<file path="config.mk">
export PLATFORM = sky130hd
export DESIGN_NAME = adc_seq_ctrl
export DESIGN_NICKNAME = d
export VERILOG_FILES = /design/src/rtl/adc_seq_pkg.sv /design/src/rtl/adc_seq_regs.sv /design/src/rtl/adc_seq_fsm.sv /design/src/rtl/adc_seq_results.sv /design/src/rtl/adc_seq_ctrl.sv
export SDC_FILE = /design/constraint.sdc
export NUM_CORES = 1
export LEC_CHECK = 0
export ABC_AREA = 0
export BUFFER_PORTS_ARGS = -buffer_cell sky130_fd_sc_hd__buf_4
export CAP_MARGIN = 20
export CORE_AREA = 5 5 66 97
export DETAILED_ROUTE_END_ITERATION = 7
export DIE_AREA = 0 0 71 102
export GPL_TIMING_DRIVEN = 0
export HOLD_SLACK_MARGIN = 0.15
export PLACE_DENSITY = 0.86
export SLEW_MARGIN = 15
export SYNTH_ARGS = -nofsm -noshare
export SYNTH_HDL_FRONTEND = slang
export SYNTH_SLANG_ARGS = --single-unit
</file>
<file path="constraint.sdc">
create_clock -name clk -period 3.8 [get_ports clk]
set_input_delay 0.76 -clock clk [delete_from_list [all_inputs] [get_ports clk]]
set_output_delay 0.76 -clock clk [all_outputs]
set_load 0.02 [all_outputs]
</file>
<file path="src/rtl/adc_seq_pkg.sv">
package adc_seq_pkg;
  // Control word bit positions; software and the bench both rely on them.
  localparam int BIT_RUN   = 0;
  localparam int BIT_IE    = 1;
  localparam int BIT_FLAG  = 2;
  localparam int BIT_CONT  = 3;
  localparam int BIT_PASS  = 4;
  localparam int BIT_GROUP = 5;
  localparam int BIT_CNT   = 6;

  typedef enum logic [1:0] {
    ST_IDLE = 2'd0,
    ST_REQ  = 2'd1,
    ST_WAIT = 2'd2
  } seq_state_e;

  typedef struct packed {
    logic cont;
    logic pass;
    logic group;
  } seq_mode_t;
endpackage

</file>
<file path="src/rtl/adc_seq_regs.sv">
module adc_seq_regs
  import adc_seq_pkg::*;
#(
  parameter int ADDR_W = 3,
  parameter int POS_W  = 2,
  parameter int CTRL_W = BIT_CNT + POS_W
) (
  input  logic              clk,
  input  logic              rst_n,
  input  logic              wr_en,
  input  logic [ADDR_W-1:0] wr_addr,
  input  logic [CTRL_W-1:0] wr_ctrl,
  input  logic              rd_en,
  input  logic [ADDR_W-1:0] rd_addr,
  input  logic              hw_flag_set,
  input  logic              hw_run_clr,
  output logic              run,
  output logic              ie,
  output logic              flag,
  output seq_mode_t         mode,
  output logic [POS_W-1:0]  cnt,
  output logic [CTRL_W-1:0] ctrl_word
);
  logic ctrl_wr, ctrl_rd;
  logic run_q, run_n, flag_q, flag_n, armed_q, armed_n;
  logic ie_q;
  seq_mode_t mode_q;
  logic [POS_W-1:0] cnt_q;

  assign ctrl_wr = wr_en && (wr_addr == '0);
  assign ctrl_rd = rd_en && (rd_addr == '0);

  always_comb begin
    run_n = run_q;
    if (hw_run_clr) run_n = 1'b0;
    if (ctrl_wr)    run_n = wr_ctrl[BIT_RUN];

    flag_n = flag_q;
    if (ctrl_wr && !wr_ctrl[BIT_FLAG] && armed_q) flag_n = 1'b0;
    if (hw_flag_set) flag_n = 1'b1;

    armed_n = armed_q;
    if (ctrl_rd && flag_q) armed_n = 1'b1;
    if (!flag_n)           armed_n = 1'b0;
  end

  always_ff @(posedge clk or negedge rst_n) begin
    if (!rst_n) begin
      run_q   <= 1'b0;
      flag_q  <= 1'b0;
      armed_q <= 1'b0;
    end else begin
      run_q   <= run_n;
      flag_q  <= flag_n;
      armed_q <= armed_n;
    end
  end

  always_ff @(posedge clk or negedge rst_n) begin
    if (!rst_n) begin
      ie_q   <= 1'b0;
      mode_q <= '0;
      cnt_q  <= '0;
    end else if (ctrl_wr) begin
      ie_q         <= wr_ctrl[BIT_IE];
      mode_q.cont  <= wr_ctrl[BIT_CONT];
      mode_q.pass  <= wr_ctrl[BIT_PASS];
      mode_q.group <= wr_ctrl[BIT_GROUP];
      cnt_q        <= wr_ctrl[BIT_CNT +: POS_W];
    end
  end

  assign run  = run_q;
  assign ie   = ie_q;
  assign flag = flag_q;
  assign mode = mode_q;
  assign cnt  = cnt_q;

  always_comb begin
    ctrl_word                   = '0;
    ctrl_word[BIT_RUN]          = run_q;
    ctrl_word[BIT_IE]           = ie_q;
    ctrl_word[BIT_FLAG]         = flag_q;
    ctrl_word[BIT_CONT]         = mode_q.cont;
    ctrl_word[BIT_PASS]         = mode_q.pass;
    ctrl_word[BIT_GROUP]        = mode_q.group;
    ctrl_word[BIT_CNT +: POS_W] = cnt_q;
  end
endmodule

</file>
<file path="src/rtl/adc_seq_fsm.sv">
module adc_seq_fsm
  import adc_seq_pkg::*;
#(
  parameter int POS_W = 2
) (
  input  logic             clk,
  input  logic             rst_n,
  input  logic             run,
  input  seq_mode_t        mode,
  input  logic [POS_W-1:0] cnt,
  input  logic             conv_done,
  output logic             conv_req,
  output logic [POS_W:0]   conv_ch,
  output logic             res_we,
  output logic [POS_W-1:0] res_pos,
  output logic             pass_end,
  output logic             hw_run_clr
);
  seq_state_e       state_q, state_n;
  logic [POS_W-1:0] pos_q, pos_n;
  logic             cfg_load;
  seq_mode_t        act_mode_q;
  logic [POS_W-1:0] act_cnt_q;
  logic             act_single;
  logic [POS_W-1:0] first_pos;

  assign act_single = !act_mode_q.pass && !act_mode_q.cont;
  assign first_pos  = act_single ? act_cnt_q : '0;

  always_comb begin
    state_n    = state_q;
    pos_n      = pos_q;
    cfg_load   = 1'b0;
    res_we     = 1'b0;
    pass_end   = 1'b0;
    hw_run_clr = 1'b0;
    case (state_q)
      ST_IDLE: begin
        if (run) begin
          cfg_load = 1'b1;
          pos_n    = (!mode.pass && !mode.cont) ? cnt : '0;
          state_n  = ST_REQ;
        end
      end
      ST_REQ: begin
        state_n = run ? ST_WAIT : ST_IDLE;
      end
      ST_WAIT: begin
        if (!run) begin
          state_n = ST_IDLE;
        end else if (conv_done) begin
          res_we = 1'b1;
          if (pos_q == act_cnt_q) begin
            pass_end = 1'b1;
            if (act_mode_q.cont) begin
              pos_n   = first_pos;
              state_n = ST_REQ;
            end else begin
              hw_run_clr = 1'b1;
              state_n    = ST_IDLE;
            end
          end else begin
            pos_n   = POS_W'(pos_q + 1'b1);
            state_n = ST_REQ;
          end
        end
      end
      default: state_n = ST_IDLE;
    endcase
  end

  always_ff @(posedge clk or negedge rst_n) begin
    if (!rst_n) begin
      state_q <= ST_IDLE;
      pos_q   <= '0;
    end else begin
      state_q <= state_n;
      pos_q   <= pos_n;
    end
  end

  always_ff @(posedge clk or negedge rst_n) begin
    if (!rst_n) begin
      act_mode_q <= '0;
      act_cnt_q  <= '0;
    end else if (cfg_load) begin
      act_mode_q <= mode;
      act_cnt_q  <= cnt;
    end
  end

  assign conv_req = (state_q == ST_REQ);
  assign conv_ch  = {act_mode_q.group, pos_q};
  assign res_pos  = pos_q;
endmodule

</file>
<file path="src/rtl/adc_seq_results.sv">
module adc_seq_results #(
  parameter int N_POS = 4,
  parameter int RES_W = 10,
  parameter int POS_W = 2
) (
  input  logic                   clk,
  input  logic                   rst_n,
  input  logic                   we,
  input  logic [POS_W-1:0]       pos,
  input  logic [RES_W-1:0]       data,
  output logic [N_POS*RES_W-1:0] res_flat
);
  for (genvar g = 0; g < N_POS; g++) begin : g_slot
    logic slot_en;
    logic [RES_W-1:0] slot_q;
    assign slot_en = we && (pos == POS_W'(g));
    always_ff @(posedge clk or negedge rst_n) begin
      if (!rst_n)       slot_q <= '0;
      else if (slot_en) slot_q <= data;
    end
    assign res_flat[g*RES_W +: RES_W] = slot_q;
  end
endmodule

</file>
<file path="src/rtl/adc_seq_ctrl.sv">
module adc_seq_ctrl
  import adc_seq_pkg::*;
#(
  parameter int N_POS  = 4,
  parameter int RES_W  = 10,
  parameter int DATA_W = 16,
  parameter int ADDR_W = 3
) (
  input  logic                 clk,
  input  logic                 rst_n,
  input  logic                 wr_en,
  input  logic [ADDR_W-1:0]    wr_addr,
  input  logic [DATA_W-1:0]    wr_data,
  input  logic                 rd_en,
  input  logic [ADDR_W-1:0]    rd_addr,
  output logic [DATA_W-1:0]    rd_data,
  output logic                 conv_req,
  output logic [$clog2(N_POS):0] conv_ch,
  input  logic                 conv_done,
  input  logic [RES_W-1:0]     conv_data,
  output logic                 irq
);
  localparam int POS_W  = $clog2(N_POS);
  localparam int CTRL_W = BIT_CNT + POS_W;

  logic [1:0] rst_sync_q;
  logic       rst_sync_n;

  always_ff @(posedge clk or negedge rst_n) begin
    if (!rst_n) rst_sync_q <= 2'b00;
    else        rst_sync_q <= {rst_sync_q[0], 1'b1};
  end
  assign rst_sync_n = rst_sync_q[1];

  logic                   run_q, ie_q, flag_q;
  seq_mode_t              mode_q;
  logic [POS_W-1:0]       cnt_q;
  logic [CTRL_W-1:0]      ctrl_word;
  logic                   res_we, pass_end, hw_run_clr;
  logic [POS_W-1:0]       res_pos;
  logic [N_POS*RES_W-1:0] res_flat;
  logic                   unused_wdata;

  assign unused_wdata = ^wr_data[DATA_W-1:CTRL_W];

  adc_seq_regs #(.ADDR_W(ADDR_W), .POS_W(POS_W), .CTRL_W(CTRL_W)) u_regs (
    .clk        (clk),
    .rst_n      (rst_sync_n),
    .wr_en      (wr_en),
    .wr_addr    (wr_addr),
    .wr_ctrl    (wr_data[CTRL_W-1:0]),
    .rd_en      (rd_en),
    .rd_addr    (rd_addr),
    .hw_flag_set(pass_end),
    .hw_run_clr (hw_run_clr),
    .run        (run_q),
    .ie         (ie_q),
    .flag       (flag_q),
    .mode       (mode_q),
    .cnt        (cnt_q),
    .ctrl_word  (ctrl_word)
  );

  adc_seq_fsm #(.POS_W(POS_W)) u_fsm (
    .clk       (clk),
    .rst_n     (rst_sync_n),
    .run       (run_q),
    .mode      (mode_q),
    .cnt       (cnt_q),
    .conv_done (conv_done),
    .conv_req  (conv_req),
    .conv_ch   (conv_ch),
    .res_we    (res_we),
    .res_pos   (res_pos),
    .pass_end  (pass_end),
    .hw_run_clr(hw_run_clr)
  );

  adc_seq_results #(.N_POS(N_POS), .RES_W(RES_W), .POS_W(POS_W)) u_res (
    .clk     (clk),
    .rst_n   (rst_sync_n),
    .we      (res_we),
    .pos     (res_pos),
    .data    (conv_data),
    .res_flat(res_flat)
  );

  always_comb begin
    rd_data = '0;
    if (rd_addr == '0) rd_data = DATA_W'(ctrl_word);
    for (int i = 0; i < N_POS; i++) begin
      if (rd_addr == ADDR_W'(i + 1)) rd_data = DATA_W'(res_flat[i*RES_W +: RES_W]);
    end
  end

  assign irq = flag_q && ie_q;
endmodule

</file>
After elaboration in Yosys (flattened, before gate mapping)
Index checks and enable logic that the tools add are counted.

storage, ports and cells
  bits in latches = 0
  output and inout bits = 21
  RAM bits = 0
  memories kept = 0
  logic and storage cells = 101
  ROM bits = 0
  bits in registers = 60

operators by class
  $lt $le $gt $ge = 0
  reduce and logical (&&, ||, !) cells = 25
  bitwise operators = 0
  shift-type cells = 0
  equality and inequality tests = 16
  multipliers = 0
  mux-type cells = 40
  div/mod/pow operators = 0
  $add $sub $neg = 1

operators by type and width
  operator                                                         count
  16-bit 2-to-1 mux                                                3
  1-bit 2-to-1 mux                                                 22
  2-bit 2-to-1 mux                                                 11
  1-bit logical AND                                                12
  10-bit 2-to-1 mux                                                1
  8-bit 2-to-1 mux                                                 1
  2-bit != test, second input constant                             4
  2-bit == test, second input constant                             3
  3-bit by 2-bit == test with 1-bit output, second input constant  2
  3-bit zero test                                                  2
  2-bit one-hot mux with 3 select lines                            1
  1-bit zero test                                                  5
  5-bit AND reduction                                              1
  2-bit by 1-bit == test with 1-bit output, second input constant  2
  2-bit zero test                                                  2
  2-bit one-hot mux with 2 select lines                            1
  2-bit nonzero test                                               2
  3-bit by 1-bit == test with 1-bit output, second input constant  1
  3-bit == test, second input constant                             1
  3-bit by 2-bit != test with 1-bit output, second input constant  1
  3-bit != test, second input constant                             1
  2-bit by 1-bit adder with 2-bit output, second input constant    1
  2-bit == test                                                    1
  2-bit AND reduction                                              1

Longest topological paths before layout
Gate-level depths: netlist (run 1).

  depth after elaboration = 8
  gate-level depth with buffers = 6
  mapped depth without buffers = 5

Cells and area by module
From an unflattened synthesis (run 1), not the netlist that was laid out.

second synthesis, totals
  cell total of the unflattened synthesis = 238
  area total of the unflattened synthesis = 3065.4 um^2

by module, submodules not included
  module           cells each  area each (um^2)  times used
  adc_seq_results  87          1597.8            1
  adc_seq_fsm      50          535.5             1
  adc_seq_ctrl     65          490.5             1
  adc_seq_regs     36          441.7             1

Worst setup path after synthesis (run 1)
Ideal clock, no wire load.

  kind = input -> output
  start = input rd_addr[1]
  end = output rd_data[2]
  data required time = 3040 ps
  setup slack = 1150 ps
  path buffers = 2
  stages on the path = 6
  data arrival time = 1890 ps
  path through = buf_2 -> inv_1 -> buf_2 -> a21boi_0 -> o22ai_1 -> a21boi_0

on the way
  word-level cells in the longest chain between the ends = 6

ends and longest elaborated chain
  element                         RTL line            text
  from (decl)                     adc_seq_ctrl.sv:15  input logic [ADDR_W-1:0] rd_addr,
  3-bit zero test                 adc_seq_ctrl.sv:90  if (rd_addr == '0) rd_data = DATA_W'(ctrl_word);
  8-bit 2-to-1 mux                adc_seq_ctrl.sv:90
  10-bit 2-to-1 mux               adc_seq_ctrl.sv:92  if (rd_addr == ADDR_W'(i + 1)) rd_data = DATA_W'(res_flat[i*RES_W +: RES_W]);
  16-bit 2-to-1 mux (2 in a row)  adc_seq_ctrl.sv:92
  16-bit 2-to-1 mux (*)           adc_seq_ctrl.sv:92
  to (decl)                       adc_seq_ctrl.sv:16  output logic [DATA_W-1:0] rd_data,

Mark *: on every way between the ends. The rest lies on a longest branch, timed or not.

Final worst setup path (run 1)
  start = input rd_addr[0]
  end = output rd_data[5]

Same word-level chain as after synthesis.

==> flow_summary.yaml, run 1 <==
outcome:
  run_status: "finished clean"
layout:
  drive_gt1_share_pct: 43.6
  nets: 332
  n_fill_cell: 392
  layout-area-overhead-vs-synth_pct: 19.7
  post_layout_instance_count_excluding_filler_cells: 366
  num_antenna_cells: 0
logic_synthesis:
  synthXorXnorAreaFrac_pct: 0.556
  synth_top_family_by_area: "multiplexers"
  synth.cells.most_frequent: "dfrtp_1, mux2_4, o22ai_1"
  synth_top_area_cell: "dfrtp_1"
  synth_simple_gate_area_share_pct: 8.42
  mappedNetlistArea_um2: 3150
  netlist-cell-type-count: 38
  synth_most_common_cell: "dfrtp_1"
  ys_top_cells_by_area: "dfrtp_1, mux2_4, mux2_2"
  synth_fa_ha_area_share_pct: 1.59
  postSynthRegisterBits: 60
  post_synth_mux_area_share_pct: 26.9
  synth.yosys.warnings: 0
  synth-edff-count: 0
  synth_async_sr_flop_share_pct: 100
  synth_compound_area_share_pct: 10.6
  avgSynthCellArea_um2: 13.5
  seq_area_frac_synth_pct: 47.7
  ys.flop_type: "dfrtp_1"
  synthesis.instances: 234
  synth_top_area_share_pct: 47.7
sta:
  max_clock_freq_mhz: 357
  timing.slew.headroom_pct: 52.0
  min_tclk_post_route_ps: 2800
  fin_worst_skew_ps: 6.07
  hold_ws_ps: 184
  slew_viol_final: 0
  worst_slack_ps: 999
  setup_viol: 0
  timing_hold_violations_final: 0
  fin_tns_setup_ps: 0
  worst_slew_pin_slew_ps: 721
  rsz0062_at_grt: "false"
  final.period_utilization_pct: 73.7
cts:
  cts_made_buffers: 9
  cts_resized: 0
  clock_tree_from_tritoncts: "done"
  cts-hold-fix-buffers: 0
  htreeDepth: 3
  postCtsSetupBuffers: 0
  longest_clk_path_bufs: 2
  cts_sink_count: 60
  cts_root_buf: "clkbuf_8"
  path_clk_slew_ps: 60
  insertion_delay_ps: 340
route:
  wl_per_cell_um: 18.6
  drt_pre_antenna_iters: 4
  initialDrtViolationCount: 123
  drcViolationCount: 0
  antenna_left: 0
  avgViaCountPerCell: 5.65
  totalWireLength_mm: 6.80
  vias: 2068
floorplan:
  fp.dieH_um: 102
  num_io_pins: 58
  design.core.area_um2: 5450
  die-area_um2: 7240
  rows: 33
  initial_utilization_pct: 57.8
  die_width_um: 71
critical_path:
  r2r_setup_slack_ps: 2170
  slowest_delay_ps: 450
  critical_path_data_required_time_ps: 3040
  cell_with_the_largest_stage_delay_on_the_worst_path: "buf_1"
  timing.critical_path.fanout_max: 10
  critical_path_arrival_ps: 2040
  critical_path_capture_point_type: "primary output"
  r2r.worst_path.cells: 4
  rr_startpoint: "u_fsm.res_pos[1]"
  worstPathCellList: "clkbuf_1 > buf_1 > nor2_1 > a21oi_1 > o22ai_1 > buf_4"
  timing_worst_setup_path_type: "input port to primary output"
  reg2reg_to: "u_fsm.res_pos[0]"
  nature_of_the_critical_path_startpoint: "input port"
placement:
  gp_congestion: 0.806
  io_buffers: 41
  dpl.hpwl_mm: 4.73
  place.detailed.instances: 350
  post-place-ws_ps: 1010
grt:
  largest_net_degree_at_the_start_of_global_routing: 59
  grt_pass1_wl_mm: 11.0
  grt_usage_pct: 20.1
  via_count_of_the_first_global_routing_pass: 2281
  grt.overflow.total: 0
  antenna_found_initial: 0
run:
  max_capacitance_violation_count: 0
power_and_ir_drop:
  static-leakage-power_nw: 1.90
  cellPowerDensity_nw_per_um2: 543
  post-layout-total-power_mw: 2.05
  ir_drop_mv: 0.366
worst_hold_path:
  hp-class: "input port to asynchronous set/reset pin"
==> registers in the layout, indices dropped and copies added, names as in the netlist <==
| name | count |
|---|---|
| u_regs.ctrl_word | 3 |
| u_res.g_slot.slot_q | 40 |
| u_fsm.conv_ch | 1 |
| u_regs.armed_q | 1 |
| u_regs.run | 1 |
| u_fsm.act_cnt_q | 2 |
| u_fsm.act_mode_q | 2 |
| u_regs.cnt | 2 |
| u_regs.ie | 1 |
| rst_sync_q | 2 |
| u_fsm.state_q | 2 |
| u_regs.flag | 1 |
| u_fsm.res_pos | 2 |
==> critical path: cells and delay by family <==
family	cells	cell delay, ps
AND/OR/NAND/NOR	1	100
buffers and inverters	3	950
AO/OA/AOI/OAI	2	230
==> routing by layer <==
layer	part of all wire, %	global-route usage [%]	wire, um
met3	4.4	4.72	300
met5	0	0	0
met2	53	35.3	3610
met1	40	22.8	2730
met4	2.3	10.3	159
==> power breakdown <==
| part | switching (mW) | leakage (nW) | internal, mW |
|---|---|---|---|
| combinational | 0.258 | 0.991 | 0.303 |
| clock | 0.249 | 0.109 | 0.334 |
| sequential | 0.138 | 0.800 | 0.766 |
| total | 0.645 | 1.90 | 1.40 |
==> worst max-delay path by stage <==
stage | start | end | slack (ps) | cells past startpoint
finish | rd_addr[0] | rd_data[5] | 1000 | 6
global route | rd_addr[0] | rd_data[5] | 890 | 6
CTS | rd_addr[0] | rd_data[5] | 1000 | 6
detailed placement | rd_addr[0] | rd_data[5] | 1010 | 6
global placement | rd_addr[0] | rd_data[5] | 1020 | 6
floorplan | rd_addr[1] | rd_data[2] | 1150 | 6
==> placed cells by master (no fill, tap or decap), types with 2 or more instances in the layout <==
cell       n
a21boi_0  10
a21oi_1    3
a22o_1     2
a22oi_1    2
buf_2      4
buf_4     48
clkbuf_1   4
clkbuf_8  11
clkinv_2   4
conb_1     7
dfrtp_1   59
ha_1       4
inv_1      4
mux2_1     2
mux2_2    11
mux2_4    40
mux2i_1   10
nand2_8    4
nand2b_1   3
nand3_1    2
nand3b_1   2
nor2_1     9
nor2b_1    5
o211ai_1   5
o21a_1     5
o21ai_0    5
o22ai_1   15
xor2_1     2
==> through the flow <==
step / utilization, % / area, um^2
detailed placement: 65.5 / 3570
global route: 69.1 / 3770
global placement: 65.4 / 3560
finish: 69.1 / 3770
CTS: 69.1 / 3770
floorplan: - / 3170
==> logic make-up (layout without fill, tap and decap cells) <==
logic type | Yosys count | after routing
buffers and inverters | 21 | 78
AO/OA/AOI/OAI | 49 | 49
AND/OR/NAND/NOR | 33 | 33
adder cells (fa/ha/maj) | 4 | 4
flip-flops | 60 | 60
other | 2 | 7
XOR/XNOR | 2 | 2
multiplexers | 63 | 63
==> layout make-up <==
class | instances | area [um^2] | area share [%]
Buffer | 17 | 111 | 2.95
Clock buffer | 11 | 151 | 4.02
Clock inverter | 5 | 50.0 | 1.33
Inverter | 4 | 15.0 | 0.398
Multi-Input combinational cell | 158 | 1540 | 40.9
Sequential cell | 60 | 1510 | 39.9
Tap cell | 70 | 87.6 | 2.32
Timing Repair Buffer | 41 | 308 | 8.17
Note: power is estimated with default switching activity, not from simulation.
==> inputs of run 2 (changes only) <==
Settings changed: CORE_AREA 5 5 66 97 to 5 5 68 101, DIE_AREA 0 0 71 102 to 0 0 73 106, PLACE_DENSITY 0.86 to 0.8.
Clock period 3.8 ns to 2.8 ns, I/O delays scaled along.
==> flow_summary.yaml, run 2 (synthesis results as in run 1) <==
grt:
  grt_pass1_wl_mm: 11.1
  globalRouteMet1Util_pct: 22.4
  groute.layer.met2.usage_pct: 30.9
  top_usage_layer: "met2"
  largest_net_degree_at_the_start_of_global_routing: 59
  grt.overflow.total: 0
  via_count_of_the_first_global_routing_pass: 2209
  grt_usage_pct: 18.7
  grt_util_met3_pct: 5.39
  antenna_found_initial: 0
layout:
  final_core_utilization_pct: 63.8
  regArea_um2: 1510
  mostFrequentLayoutCell: "dfrtp_1"
  layout_common_cells: "dfrtp_1, buf_4, mux2_4"
  layout-area-overhead-vs-synth_pct: 20.6
  multiInputGateArea_um2: 1540
  largest_register_ffs: 40
  top_register: "u_res.g_slot.slot_q"
  num_antenna_cells: 0
  postLayoutCellArea_um2: 3800
  nets: 333
  n_fill_cell: 473
  drive_gt1_share_pct: 43.1
run:
  max_capacitance_violation_count: 0
floorplan:
  die_width_um: 73
  num_io_pins: 58
  fp.dieH_um: 106
  rows: 35
  design.core.area_um2: 5960
  die-area_um2: 7740
  initial_utilization_pct: 52.9
power_and_ir_drop:
  ir_drop_mv: 0.547
  static-leakage-power_nw: 1.91
  cellPowerDensity_nw_per_um2: 742
critical_path:
  timing.critical_path.fanout_max: 10
  critical_path_data_required_time_ps: 2240
  slowest_delay_ps: 460
  family_of_cells_with_the_greatest_summed_delay_on_the_critical_path: "buffers and inverters"
  timing.critical_path.buf_inv: 3
  nature_of_the_critical_path_startpoint: "input port"
  critical_path_arrival_ps: 1860
  timing_worst_setup_path_type: "input port to primary output"
  critical_path_capture_point_type: "primary output"
  cell_with_the_largest_stage_delay_on_the_worst_path: "buf_1"
  worstPathCellList: "clkbuf_1 > buf_1 > nor2_1 > a21oi_1 > o22ai_1 > buf_4"
placement:
  gp_congestion: 0.895
  io_buffers: 41
  dpl-instance-area_um2: 3570
  dpl.hpwl_mm: 4.68
sta:
  hold_ws_ps: 357
  rsz0062_at_grt: "false"
  worst_slew_pin_slew_ps: 724
  fin_tns_setup_ps: 0
  fin_worst_skew_ps: 6.68
  slew_viol_final: 0
  min_tclk_post_route_ps: 2420
  timing_hold_violations_final: 0
  setup_viol: 0
  final.period_utilization_pct: 86.5
  timing.slew.headroom_pct: 51.7
  max_clock_freq_mhz: 413
cts:
  path_clk_slew_ps: 60
  cts_root_buf: "clkbuf_8"
  cts_sink_count: 60
  cts_made_buffers: 9
  insertion_delay_ps: 340
  htreeDepth: 3
  clock_tree_from_tritoncts: "done"
  longest_clk_path_bufs: 2
route:
  vias: 2047
  antenna_left: 0
  drcViolationCount: 0
  initialDrtViolationCount: 115
  drt_pre_antenna_iters: 4
  totalWireLength_mm: 6.46
  wl_per_cell_um: 17.4
  avgViaCountPerCell: 5.52
outcome:
  run_status: "finished clean"
worst_hold_path:
  hp-class: "register to register"
## run 2: repair_timing
action	in CTS	in global routing
gates resized for setup	0	0
setup buffers	0	0
endpoints found under the setup margin	0	0
hold buffers	1	0
hold endpoints to repair	2	0
## run 2: layer usage
layer  part of all wire, %  wire length (um)
met5                     0                 0
met1                    39              2540
met2                    53              3420
met4                   2.6               168
met3                   5.0               325
## run 2: final timing paths
check | startpoint | to | slack, ps | cells past startpoint
max in group asynchronous | rst_sync_q[1] | u_res.g_slot[1].slot_q[4] | 1930 | 0
worst max-delay path | rd_addr[0] | rd_data[7] | 380 | 6
worst min register to register | rst_sync_q[0] | rst_sync_q[1] | 360 | 0
worst min-delay path | rst_sync_q[0] | rst_sync_q[1] | 360 | 0
worst max register to register | u_regs.run | u_fsm.res_pos[0] | 1220 | 5
min in group asynchronous | rst_sync_q[1] | u_res.g_slot[0].slot_q[7] | 390 | 0
## run 2: area by class of cell
class / instances / share of cell area, %
multi-input cells: 158 / 40.5
flip-flops and latches: 60 / 39.6
repair buffers: 42 / 8.37
clock buffers: 11 / 3.72
plain buffers: 17 / 2.93
well taps: 74 / 2.44
clock inverters: 5 / 1.98
inverters: 4 / 0.395
## run 2: per-stage QoR
step / power [mW] / std cells / worst slack (ps)
CTS: 2.84 / 371 / 392
floorplan: 1.75 / 239 / 550
finish: 2.82 / 371 / 377
global route: 2.97 / 371 / 302
global placement: 1.96 / 354 / 412
detailed placement: 1.98 / 354 / 394
## run 2: report_power, final
part,switching [mW],leakage [nW],internal (mW)
Clock,0.327,0.113,0.521
Combinational,0.342,0.995,0.411
Sequential,0.179,0.800,1.04
==> inputs of run 3 (changes only) <==
Settings changed: CORE_AREA 5 5 68 101 to 5 5 82 84, DIE_AREA 0 0 73 106 to 0 0 87 89, PLACE_DENSITY 0.8 to 0.81.
==> flow_summary.yaml, run 3 (synthesis results as in run 1) <==
cts:
  path_clk_slew_ps: 70
  htreeDepth: 3
  cts_made_buffers: 9
  cts_sink_count: 60
  postCtsSetupBuffers: 0
  cts_root_buf: "clkbuf_8"
  longest_clk_path_bufs: 2
  cts_resized: 0
  clock_tree_from_tritoncts: "done"
  insertion_delay_ps: 340
sta:
  slew_viol_final: 0
  fin_tns_setup_ps: 0
  timing.slew.headroom_pct: 50.7
  worst_slack_ps: 316
  setup_viol: 0
  final.period_utilization_pct: 88.7
  fin_worst_skew_ps: 7.32
  timing_hold_violations_final: 0
  worst_slew_pin_slew_ps: 740
  max_clock_freq_mhz: 403
  rsz0062_at_grt: "false"
  min_tclk_post_route_ps: 2480
layout:
  top_register: "u_res.g_slot.slot_q"
  mostFrequentLayoutCell: "dfrtp_1"
  multiInputGateArea_um2: 1540
  regArea_um2: 1510
  layout-area-overhead-vs-synth_pct: 19.3
  layout_common_cells: "dfrtp_1, buf_4, mux2_4"
  n_fill_cell: 459
  final_core_utilization_pct: 64.2
  post_layout_instance_count_excluding_filler_cells: 372
  num_antenna_cells: 0
  nets: 333
  drive_gt1_share_pct: 42.4
  largest_register_ffs: 40
critical_path:
  critical_path_capture_point_type: "primary output"
  critical_path_arrival_ps: 1920
  timing_worst_setup_path_type: "input port to primary output"
  critical_path_data_required_time_ps: 2240
  nature_of_the_critical_path_startpoint: "input port"
  timing.critical_path.fanout_max: 10
outcome:
  run_status: "finished clean"
route:
  wl_per_cell_um: 17.6
  drcViolationCount: 0
  drt_pre_antenna_iters: 4
  vias: 2029
  totalWireLength_mm: 6.54
  initialDrtViolationCount: 95
  antenna_left: 0
  avgViaCountPerCell: 5.45
floorplan:
  fp.dieH_um: 89
  rows: 28
  initial_utilization_pct: 53.8
  design.core.area_um2: 5850
  num_io_pins: 58
  die-area_um2: 7740
  die_width_um: 87
grt:
  grt_usage_pct: 18.1
  largest_net_degree_at_the_start_of_global_routing: 59
  grt_pass1_wl_mm: 10.6
  grt.overflow.total: 0
  antenna_found_initial: 0
  via_count_of_the_first_global_routing_pass: 2175
placement:
  post-place-ws_ps: 370
  dpl.hpwl_mm: 4.51
  gp_congestion: 0.781
  io_buffers: 41
  place.detailed.instances: 355
run:
  max_capacitance_violation_count: 0
power_and_ir_drop:
  comb_power_share_pct: 28.3
  share_seq_of_total_power_pct: 45.8
  static-leakage-power_nw: 1.89
  netSwitchingPower_mw: 0.841
  int_power_mw: 1.82
  post-layout-total-power_mw: 2.66
  cellPowerDensity_nw_per_um2: 708
  sw_share_pct: 31.6
  ir_drop_mv: 0.469
  clockPowerShare_pct: 25.9
worst_hold_path:
  hp-class: "register to register"
-- run 3: layer usage --
metal	up-vias	wire length [um]	GRT usage, %
met5	-	0	0
met4	0	66	8.50
met3	8	365	4.61
met2	61	3090	28.4
met1	1007	3010	23.7
li1	953	-	-
-- run 3: layout make-up --
class	instances	share of cell area (%)
Clock buffer	14	4.33
Sequential cell	60	40.1
Inverter	4	0.400
Tap cell	75	2.50
Buffer	17	2.96
Multi-Input combinational cell	158	41.0
Clock inverter	2	0.266
Timing Repair Buffer	42	8.46
-- run 3: timing repair --
| item | CTS | global route |
|---|---|---|
| endpoints found under the setup margin | 0 | 0 |
| hold endpoints to repair | 2 | 0 |
| hold buffers | 1 | 0 |
-- run 3: per-stage QoR --
step / area [um^2] / hold WS [ps]
6_report: 3760 / 350
5_1_grt: 3760 / 366
4_1_cts: 3760 / 353
3_5_place_dp: 3570 / 338
3_3_place_gp: 3570 / 336
2_1_floorplan: 3170 / 264
-- run 3: worst max-delay path, stage by stage --
cell and delay (ps):
clkbuf_1 350, buf_1 490, nor2_1 110, a21oi_1 140
o22ai_1 100, buf_4 180
-- run 3: power groups by stage --
| stage | Sequential (mW) | Combinational [mW] | Clock, mW |
|---|---|---|---|
| floorplan | 1.19 | 0.557 | 0 |
| global placement | 1.22 | 0.733 | 0 |
| detailed placement | 1.23 | 0.750 | 0 |
| CTS | 1.22 | 0.758 | 0.705 |
| global route | 1.25 | 0.805 | 0.747 |
| finish | 1.22 | 0.753 | 0.688 |
-- run 3: worst paths after layout --
path,startpoint,to,slack (ps),cells after the start
worst max-delay path,rd_addr[0],rd_data[5],320,6
worst min-delay path,rst_sync_q[0],rst_sync_q[1],350,0
worst max register to register,u_fsm.res_pos[1],u_fsm.res_pos[1],1210,4
worst min register to register,rst_sync_q[0],rst_sync_q[1],350,0
max in group asynchronous,rst_sync_q[1],u_res.g_slot[3].slot_q[3],1900,0
min in group asynchronous,rst_sync_q[1],u_fsm.conv_ch[2],400,0
